==> src/rtl/irq_dest_pkg.sv <==
package irq_dest_pkg;
  localparam int DLV_W = 3;
  localparam logic [DLV_W-1:0] DLV_FIXED  = 3'd0;
  localparam logic [DLV_W-1:0] DLV_LOWEST = 3'd1;
  localparam logic MODE_PHYS = 1'b0;
  localparam logic MODE_LOGIC = 1'b1;
endpackage

==> src/rtl/irq_tgt_table.sv <==
module irq_tgt_table #(
  parameter int N_TGT  = 8,
  parameter int DEST_W = 8,
  localparam int IDX_W = (N_TGT > 1) ? $clog2(N_TGT) : 1
) (
  input  logic                          clk,
  input  logic                          rst_n,
  input  logic                          wr,
  input  logic [IDX_W-1:0]              idx,
  input  logic                          present_in,
  input  logic [DEST_W-1:0]             phys_in,
  input  logic [DEST_W-1:0]             lmask_in,
  output logic [N_TGT-1:0]              present,
  output logic [N_TGT-1:0][DEST_W-1:0]  phys,
  output logic [N_TGT-1:0][DEST_W-1:0]  lmask
);
  for (genvar i = 0; i < N_TGT; i++) begin : g_ent
    logic en;
    assign en = wr && (idx == IDX_W'(i));
    always_ff @(posedge clk or negedge rst_n) begin
      if (!rst_n) begin
        present[i] <= 1'b0;
        phys[i]    <= '0;
        lmask[i]   <= '0;
      end else if (en) begin
        present[i] <= present_in;
        phys[i]    <= phys_in;
        lmask[i]   <= lmask_in;
      end
    end
  end
endmodule

==> src/rtl/irq_dest_match.sv <==
module irq_dest_match #(
  parameter int N_TGT  = 8,
  parameter int DEST_W = 8
) (
  input  logic [N_TGT-1:0]              present,
  input  logic [N_TGT-1:0][DEST_W-1:0]  phys,
  input  logic [N_TGT-1:0][DEST_W-1:0]  lmask,
  input  logic [DEST_W-1:0]             dest,
  input  logic                          dest_mode,
  output logic [N_TGT-1:0]              sel
);
  import irq_dest_pkg::*;

  logic [N_TGT-1:0] phys_hit;
  logic [N_TGT-1:0] log_hit;
  logic [N_TGT-1:0] phys_first;
  logic             bcast;

  assign bcast = (dest == {DEST_W{1'b1}});

  for (genvar i = 0; i < N_TGT; i++) begin : g_cmp
    assign phys_hit[i] = present[i] && (phys[i] == dest);
    assign log_hit[i]  = present[i] && ((lmask[i] & dest) != '0);
  end

  always_comb begin
    logic found;
    found      = 1'b0;
    phys_first = '0;
    for (int i = 0; i < N_TGT; i++) begin
      if (phys_hit[i] && !found) begin
        phys_first[i] = 1'b1;
        found         = 1'b1;
      end
    end
  end

  always_comb begin
    if (dest_mode == MODE_PHYS) begin
      sel = bcast ? present : phys_first;
    end else begin
      sel = (dest == '0) ? '0 : log_hit;
    end
  end
endmodule

==> src/rtl/irq_rr_pick.sv <==
module irq_rr_pick #(
  parameter int N_TGT = 8,
  localparam int IDX_W = (N_TGT > 1) ? $clog2(N_TGT) : 1
) (
  input  logic [N_TGT-1:0] cand,
  input  logic [IDX_W-1:0] ptr,
  output logic [N_TGT-1:0] pick_oh,
  output logic [IDX_W-1:0] pick_idx,
  output logic             pick_any
);
  always_comb begin
    int p;
    pick_oh  = '0;
    pick_idx = '0;
    pick_any = 1'b0;
    for (int k = 0; k < N_TGT; k++) begin
      p = int'(ptr) + k;
      if (p >= N_TGT) p = p - N_TGT;
      if (!pick_any && cand[p]) begin
        pick_any    = 1'b1;
        pick_idx    = IDX_W'(p);
        pick_oh[p]  = 1'b1;
      end
    end
  end
endmodule

==> src/rtl/irq_dest_resolver.sv <==
module irq_dest_resolver #(
  parameter int N_TGT  = 8,
  parameter int DEST_W = 8,
  parameter int VEC_W  = 8,
  localparam int IDX_W = (N_TGT > 1) ? $clog2(N_TGT) : 1
) (
  input  logic               clk,
  input  logic               rst_n,
  input  logic               tbl_wr,
  input  logic [IDX_W-1:0]   tbl_idx,
  input  logic               tbl_present,
  input  logic [DEST_W-1:0]  tbl_phys_id,
  input  logic [DEST_W-1:0]  tbl_log_mask,
  input  logic               req_valid,
  input  logic [DEST_W-1:0]  req_dest,
  input  logic               req_dest_mode,
  input  logic [2:0]         req_deliv,
  input  logic [VEC_W-1:0]   req_vector,
  input  logic               req_trig,
  output logic               busy,
  output logic               inj_valid,
  input  logic               inj_ready,
  output logic [IDX_W-1:0]   inj_target,
  output logic [VEC_W-1:0]   inj_vector,
  output logic               inj_trig
);
  import irq_dest_pkg::*;

  logic [N_TGT-1:0]             t_present;
  logic [N_TGT-1:0][DEST_W-1:0] t_phys;
  logic [N_TGT-1:0][DEST_W-1:0] t_lmask;
  logic [N_TGT-1:0]             sel;
  logic [N_TGT-1:0]             pick_oh;
  logic [IDX_W-1:0]             pick_idx;
  logic                         pick_any;

  logic [N_TGT-1:0] pend_q, pend_d;
  logic [IDX_W-1:0] ptr_q, ptr_d;
  logic             ptr_en;
  logic [VEC_W-1:0] vec_q;
  logic             trig_q;
  logic             accept;
  logic             is_fixed, is_lowest;
  logic [N_TGT-1:0] cur_oh;
  logic [IDX_W-1:0] cur_idx;
  logic             hs;

  irq_tgt_table #(.N_TGT(N_TGT), .DEST_W(DEST_W)) u_table (
    .clk(clk), .rst_n(rst_n), .wr(tbl_wr), .idx(tbl_idx),
    .present_in(tbl_present), .phys_in(tbl_phys_id), .lmask_in(tbl_log_mask),
    .present(t_present), .phys(t_phys), .lmask(t_lmask)
  );

  irq_dest_match #(.N_TGT(N_TGT), .DEST_W(DEST_W)) u_match (
    .present(t_present), .phys(t_phys), .lmask(t_lmask),
    .dest(req_dest), .dest_mode(req_dest_mode), .sel(sel)
  );

  irq_rr_pick #(.N_TGT(N_TGT)) u_rr (
    .cand(sel), .ptr(ptr_q),
    .pick_oh(pick_oh), .pick_idx(pick_idx), .pick_any(pick_any)
  );

  assign busy      = |pend_q;
  assign accept    = req_valid && !busy;
  assign is_fixed  = (req_deliv == DLV_FIXED);
  assign is_lowest = (req_deliv == DLV_LOWEST);
  assign hs        = busy && inj_ready;

  // lowest pending index is the next message
  always_comb begin
    logic found;
    found   = 1'b0;
    cur_oh  = '0;
    cur_idx = '0;
    for (int i = 0; i < N_TGT; i++) begin
      if (pend_q[i] && !found) begin
        found     = 1'b1;
        cur_oh[i] = 1'b1;
        cur_idx   = IDX_W'(i);
      end
    end
  end

  always_comb begin
    pend_d = pend_q;
    ptr_d  = ptr_q;
    ptr_en = 1'b0;
    if (accept) begin
      if (is_fixed) begin
        pend_d = sel;
      end else if (is_lowest) begin
        pend_d = pick_oh;
        if (pick_any) begin
          ptr_en = 1'b1;
          ptr_d  = (pick_idx == IDX_W'(N_TGT - 1)) ? '0 : pick_idx + 1'b1;
        end
      end else begin
        pend_d = '0;
      end
    end else if (hs) begin
      pend_d = pend_q & ~cur_oh;
    end
  end

  always_ff @(posedge clk or negedge rst_n) begin
    if (!rst_n) begin
      pend_q <= '0;
    end else begin
      pend_q <= pend_d;
    end
  end

  always_ff @(posedge clk or negedge rst_n) begin
    if (!rst_n) begin
      ptr_q <= '0;
    end else if (ptr_en) begin
      ptr_q <= ptr_d;
    end
  end

  always_ff @(posedge clk or negedge rst_n) begin
    if (!rst_n) begin
      vec_q  <= '0;
      trig_q <= 1'b0;
    end else if (accept) begin
      vec_q  <= req_vector;
      trig_q <= req_trig;
    end
  end

  assign inj_valid  = busy;
  assign inj_target = cur_idx;
  assign inj_vector = vec_q;
  assign inj_trig   = trig_q;
endmodule

==> config.mk <==
export PLATFORM = sky130hd
export DESIGN_NAME = irq_dest_resolver
export DESIGN_NICKNAME = d
export VERILOG_FILES = /design/src/rtl/irq_dest_pkg.sv /design/src/rtl/irq_tgt_table.sv /design/src/rtl/irq_dest_match.sv /design/src/rtl/irq_rr_pick.sv /design/src/rtl/irq_dest_resolver.sv
export SDC_FILE = /design/constraint.sdc
export NUM_CORES = 1
export LEC_CHECK = 0
export BUFFER_PORTS_ARGS = -buffer_cell sky130_fd_sc_hd__buf_2
export CORE_AREA = 10 10 146 148
export DETAILED_ROUTE_END_ITERATION = 12
export DIE_AREA = 0 0 156 158
export GPL_ROUTABILITY_DRIVEN = 0
export PLACE_DENSITY = 0.67
export SLEW_MARGIN = 15
export SYNTH_ARGS = -nofsm -noshare
export SYNTH_HDL_FRONTEND = slang
export SYNTH_HIERARCHICAL = 1
export SYNTH_SLANG_ARGS = --single-unit
export TNS_END_PERCENT = 5
==> constraint.sdc <==
create_clock -name clk -period 5.2 [get_ports clk]
set_input_delay 0.78 -clock clk [delete_from_list [all_inputs] [get_ports clk]]
set_output_delay 0.78 -clock clk [all_outputs]
set_load 0.01 [all_outputs]
== After elaboration in Yosys (flattened, before gate mapping) ==
Index checks and enable logic that the tools add are counted.

* Flip-flop bits (word level): 156
* Bits of input ports: 46
* Output and inout bits: 14
* Logic and storage cells: 314

* $add $sub $neg: 16
* $lt $le $gt $ge: 24
* Equal/unequal tests: 18
* Multiplexer cells: 119
* Bitwise gates (word level): 18
* Reductions and logical operators: 91

{| class="wikitable"
|+ Operators by type and width
! cell !! count
|-
| 32-bit by 1-bit greater-or-equal comparator with 1-bit output, second input constant || 8
|-
| 32-bit by 5-bit less-than comparator with 1-bit output, second input constant || 8
|-
| 32-bit 2-to-1 mux || 8
|-
| 32-bit by 5-bit greater-or-equal comparator with 1-bit output, second input constant || 7
|-
| 32-bit by 5-bit subtractor with 32-bit output, second input constant || 7
|-
| 8-bit 2-to-1 mux || 15
|-
| 8-bit AND || 9
|-
| 1-bit 2-to-1 mux || 65
|-
| 8-bit == test || 8
|-
| 8-bit nonzero test || 8
|-
| 8-bit OR || 7
|-
| 1-bit logical AND || 55
|-
| 3-bit 2-to-1 mux || 14
|-
| 1-bit binary-select mux with 3-bit select || 8
|-
| 1-bit demux with 3-bit select || 8
|-
| 1-bit logical NOT || 22
|-
| 3-bit by 3-bit adder with 4-bit output, second input constant || 4
|-
| 3-bit == test, second input constant || 5
|-
| 3-bit by 2-bit adder with 4-bit output, second input constant || 2
|-
| 8-bit == test, second input constant || 1
|-
| 8-bit logical NOT || 1
|-
| 8-bit inverter || 1
|-
| 8-bit OR reduction || 1
|-
| 3-bit by 1-bit == test with 1-bit output, second input constant || 2
|-
| 10 further kinds || 12
|}

== Longest topological paths before layout ==
* Depth after elaboration: 56
* Depth in mapped cells: 19
* Mapped depth without buffers: 16

== Modules after synthesis ==
The synthesis kept the hierarchy.

{| class="wikitable"
|+ By module, submodules not included
! module !! times used !! cells an instance !! area an instance (um^2) !! sequential area each (um^2)
|-
| irq_tgt_table || 1 || 295 || 5,202.5 || 3,403.3
|-
| irq_rr_pick || 1 || 191 || 1,500.2 || 0.0
|-
| irq_dest_match || 1 || 178 || 1,323.8 || 0.0
|-
| irq_dest_resolver || 1 || 88 || 1,029.7 || 500.5
|}

== Worst setup path before layout ==
Ideal clock, no wire load.

* Path type: in2reg
* Start point: input port req_dest[0]
* End point: register ptr_q[2]
* Setup time: 0.125 ns
* Arrival: 4.447 ns
* Required time: 5.075 ns
* Path slack: 0.628 ns
* Stages: 16
* Path buffers: 2
* Cells stage by stage: buf_4 > xor2_1 > nor4_1 > a31oi_1 > nand3b_1 > o31ai_1 > mux2i_1 > mux4_2 > a32oi_2 > buf_6 > nor3_1 > a21o_1 > o31a_1 > ha_1 > ha_1 > mux2_4

* Elaborated cells between the ends (all ways): 135
* Classes of those cells: add/sub: 1; eq/ne: 10; mux: 62; bitwise: 8; reduce/logical: 54

{| class="wikitable"
|+ RTL lines
! element !! RTL line !! source
|-
| start: declaration || irq_dest_resolver.sv:15 || <nowiki>input logic [DEST_W-1:0] req_dest,</nowiki>
|-
| 8-bit == test || irq_dest_match.sv:22 || <nowiki>assign phys_hit[i] = present[i] && (phys[i] == dest);</nowiki>
|-
| 1-bit logical AND || irq_dest_match.sv:22 ||
|-
| 1-bit 2-to-1 mux || irq_dest_match.sv:31 || <nowiki>if (phys_hit[i] && !found) begin</nowiki>
|-
| 1-bit logical NOT || irq_dest_match.sv:31 ||
|-
| 1-bit logical AND || irq_dest_match.sv:31 ||
|-
| 1-bit 2-to-1 mux || irq_dest_match.sv:31 ||
|-
| 1-bit logical NOT || irq_dest_match.sv:31 ||
|-
| 1-bit logical AND || irq_dest_match.sv:31 ||
|-
| (+9 left out) || -- ||
|-
| via sel[4] || irq_dest_resolver.sv:32 || <nowiki>logic [N_TGT-1:0] sel;</nowiki>
|-
| (+20 left out) || -- ||
|-
| 1-bit logical AND || irq_rr_pick.sv:19 || <nowiki>if (!pick_any && cand[p]) begin</nowiki>
|-
| 1-bit 2-to-1 mux || irq_rr_pick.sv:19 ||
|-
| 1-bit logical NOT || irq_rr_pick.sv:19 ||
|-
| 1-bit logical AND || irq_rr_pick.sv:19 ||
|-
| 3-bit 2-to-1 mux * || irq_rr_pick.sv:19 ||
|-
| via pick_idx[0] || irq_dest_resolver.sv:34 || <nowiki>logic [IDX_W-1:0] pick_idx;</nowiki>
|-
| 3-bit by 1-bit adder with 3-bit output / 3-bit == test (equally long branches) || irq_dest_resolver.sv:96 || <nowiki>ptr_d = (pick_idx == IDX_W'(N_TGT - 1)) ? '0 : pick_idx + 1'b1;</nowiki>
|-
| 3-bit 2-to-1 mux * || irq_dest_resolver.sv:96 ||
|-
| end signal: assignment || irq_dest_resolver.sv:118 || <nowiki>ptr_q <= ptr_d;</nowiki>
|-
| end: declaration || irq_dest_resolver.sv:38 || <nowiki>logic [IDX_W-1:0] ptr_q, ptr_d;</nowiki>
|}

Mark *: on every way through the listed nets, which the timed path passes. The rest lies on a longest branch. The select of a mux whose other input is x is not followed.
A chain may end at the register's enable or synchronous reset.

== Worst setup path in the final report ==
* Start point: input port req_dest[2]
* End point: register ptr_q[2]

* Elaborated cells between the ends (all ways): 135
* Classes of those cells: add/sub: 1; eq/ne: 10; mux: 62; bitwise: 8; reduce/logical: 54

{| class="wikitable"
|+ RTL lines
! element !! RTL line
|-
| 8-bit == test || irq_dest_match.sv:22
|-
| 1-bit logical AND || irq_dest_match.sv:22
|-
| 1-bit 2-to-1 mux || irq_dest_match.sv:31
|-
| 1-bit logical NOT || irq_dest_match.sv:31
|-
| 1-bit logical AND || irq_dest_match.sv:31
|-
| 1-bit 2-to-1 mux || irq_dest_match.sv:31
|-
| 1-bit logical NOT || irq_dest_match.sv:31
|-
| 1-bit logical AND || irq_dest_match.sv:31
|-
| (+6 left out) || --
|-
| via sel[3] || irq_dest_resolver.sv:32
|-
| (+20 left out) || --
|-
| 1-bit logical AND || irq_rr_pick.sv:19
|-
| 1-bit 2-to-1 mux || irq_rr_pick.sv:19
|-
| 1-bit logical NOT || irq_rr_pick.sv:19
|-
| 1-bit logical AND || irq_rr_pick.sv:19
|-
| 3-bit 2-to-1 mux * || irq_rr_pick.sv:19
|-
| via pick_idx[0] || irq_dest_resolver.sv:34
|-
| 3-bit by 1-bit adder with 3-bit output / 3-bit == test (equally long branches) || irq_dest_resolver.sv:96
|-
| 3-bit 2-to-1 mux * || irq_dest_resolver.sv:96
|}

Marked as above.

==> flow_summary.toml <==
[placed_design]
hpwlAfterDp_microns = 16500
io_buffers = 59

[floorplan]
die_h_microns = 158
dieArea_sq_mm = 0.0246
dieWidth_microns = 156
coreArea_sq_mm = 0.0185
start_util_pct = 49.1
fp-row-count = 50
boundaryPins = 60

[routing]
via_per_inst = 6.28
wl_per_cell_microns = 22.7
ant_nets = 0
drt_wl_total_microns = 23700
first_pass_iters = 5
vias = 6571
drc = 0
drt_iter0_markers = 558

[global_routing]
grt_max_degree = 84
grt_antenna_before_repair = 0
track_usage_pct = 19.5
grt_pass1_wl_microns = 38100
grt_pass1_vias = 6861
grt-ovfl-total = 0

[timing]
period_needed_ps = 4770
period_share_pct = 91.8
grt_setup_unrepaired = "no"
hold_violations = 0
setup_viol = 0
final-max-slew-violation-count = 0
fmax_mhz = 209
worst_slew_pin_slew_ps = 832
relSlewSlack_pct = 44.3
fin_tns_setup_ps = 0
fin_skew_ps = 12.0

[synthesis]
netlist_top_cells_area = "dfrtp_1, mux2_2, xor2_1, mux4_2, mux2i_1"
syn_area_per_cell_sq_um = 12.0
synth_nets = 809
synth_cell_types = 76
synthArstFlopShare_pct = 100
muxShareOfSynthArea_pct = 24.5
ys_seq_elements = 156
synth_simple_gate_area_share_pct = 9.60
synth_edf_count = 0
synth_top_area_share_pct = 43.1
synth_area_sq_mm = 0.00906
yosysTopAreaCell = "dfrtp_1"
ys.flop_type = "dfrtp_1"
synth_top_family_by_area = "multiplexers"
synth_xor_xnor_area_share_pct = 6.67
synth_compound_area_share_pct = 10.6
ys_seq_area_share_pct = 43.1
synth-adder-area-share_pct = 1.52
synth_warnings = 6
synthCells = 752

[finish]
area_delta_synth_final_pct = 11.6
final_common_cell = "dfrtp_1"
mostFrequentLayoutCells = "dfrtp_1, mux2_2, buf_2"
fin_nets = 857
multi_input_area_sq_mm = 0.00479
fillers = 1534
ff_latch_area_sq_mm = 0.00390
drive_gt1_share_pct = 36.8
antenna_cells = 0

[power_and_ir_drop]
power_mw = 5.50
vdd_drop_max_mv = 0.303
p_leak_nw = 4.34
p_per_area_mw_per_mm2 = 544

[worst_setup_path]
arrival_ps = 5080
reg2reg_depth = 14
cpPeakStageDelay_ps = 560
worstSetupPathType = "in2reg"
worstPathMaxFanout = 18
start_kind = "input pin"
crit_required_ps = 5510
cp-end-kind = "flop"
crit_chain = "buf_2 -> nand4_1 -> or2_2 -> nor2_1 -> o21ai_1 -> o21ai_1 -> mux2i_1 -> mux4_2 -> a32oi_2 -> nor2_2 -> a21o_1 -> o31a_1 -> ha_1 -> ha_1 -> mux2_4"
crit_slowest_cell = "mux4_2"

[run]
drv_cap = 0

[cts]
cts_tree = "yes"
postCtsSetupBuffers = 0
cts.repair.resized = 0
cts-root-buf = "clkbuf_16"
clkTransAtPathRegs_ps = 70
cts_htree_levels = 4
cts_buffers = 17
ctsHoldBuffers = 0
clkLatencyLatePin_ps = 420
clock_sinks = 156
cts.path.max_buffers = 2

[run_status]
status = "complete, no violations"

[worst_hold_path]
hold_class = "in2async"
cell usage after synthesis, drive strengths merged, types with 3 or more instances:
cell / n
a21o: 3
a21oi: 10
a221oi: 9
a22o: 8
a22oi: 18
a31oi: 13
a32o: 3
a32oi: 4
and2: 3
and3: 4
and4bb: 3
buf: 40
clkbuf: 9
dfrtp: 156
ha: 11
inv: 9
mux2: 154
mux2i: 21
mux4: 10
nand2: 35
nand2b: 3
nand3: 19
nand4: 16
nand4b: 5
nor2: 18
nor3: 15
nor4: 12
o211ai: 4
o21ai: 23
o221ai: 3
o22ai: 4
o31ai: 5
or4: 3
xnor2: 21
xor2: 48
path summary, 6_finish.rpt:
| check | start | slack [ps] | end |
|---|---|---|---|
| worst min register to register | inj_vector[0]$_DFFE_PN0N_ | 510 | inj_vector[0]$_DFFE_PN0N_ |
| worst max register to register | u_table/phys[44]$_DFFE_PN0P_ | 850 | ptr_q[2]$_DFFE_PN0P_ |
| worst min-delay path | rst_n | 380 | u_table/lmask[37]$_DFFE_PN0P_ |
| worst max-delay path | req_dest[2] | 430 | ptr_q[2]$_DFFE_PN0P_ |
| min in group clk | inj_vector[0]$_DFFE_PN0N_ | 510 | inj_vector[0]$_DFFE_PN0N_ |
| max in group asynchronous | rst_n | 3740 | u_table/present[7]$_DFFE_PN0P_ |
power by group:
part           internal (mW)  switching, mW  total, mW
combinational           1.08           1.35       2.42
sequential              1.52          0.238       1.76
clock                  0.777          0.547       1.32
stage by stage:
| stage | area (sq um) | util [%] | setup WS (ps) | cells | hold slack [ps] |
|---|---|---|---|---|---|
| after CTS | 10100 | 54.8 | 508 | 1047 | 420 |
| final | 10100 | 54.8 | 426 | 1047 | 379 |
| after global placement | 9480 | 51.3 | 153 | 1015 | 482 |
| after global routing | 10100 | 54.8 | 161 | 1047 | 435 |
| after floorplan | 9060 | - | 628 | 752 | 480 |
| after detailed placement | 9480 | 51.3 | 56.8 | 1015 | 493 |
per-layer routing:
metal	GRT usage, %	vias to the layer above	routed length [microns]
met5	0	-	0
met4	7.37	0	660
met3	3.69	58	1270
met2	33.0	260	11900
met1	24.3	3331	9940
li1	-	2922	-
flip-flops by register name, summed over array words and instances, names as in the netlist:
name and flops:
u_table/lmask 64, u_table/phys 64, pend_q 8, inj_trig 1
u_table/present 8, ptr_q 3, inj_vector 8
cell type report:
type / instances / share of cell area [%]
clock buffers: 18 / 4.25
clock inverters: 14 / 2.01
inverters: 11 / 0.409
multi-input cells: 536 / 47.4
flip-flops and latches: 156 / 38.6
well taps: 234 / 2.90
repair buffers: 78 / 4.39
cell families (layout without fill, tap and decap cells):
| family | after synthesis | count (layout) |
|---|---|---|
| muxes | 185 | 185 |
| DFF | 156 | 156 |
| and+or+nand+nor | 144 | 144 |
| AOI/OAI and AO/OA | 127 | 127 |
| xor gates and xnor gates | 69 | 69 |
| buffers and inverters | 60 | 121 |
| adders and majority gates | 11 | 11 |
worst max-delay path: cells and delay by family:
| family | cells | cell delay [ps] |
|---|---|---|
| muxes | 3 | 1030 |
| buffers and inverters | 1 | 400 |
| AOI/OAI and AO/OA | 5 | 1380 |
| adders and majority gates | 2 | 480 |
| and+or+nand+nor | 4 | 990 |
No activity file was read; power rests on OpenSTA's default activity.
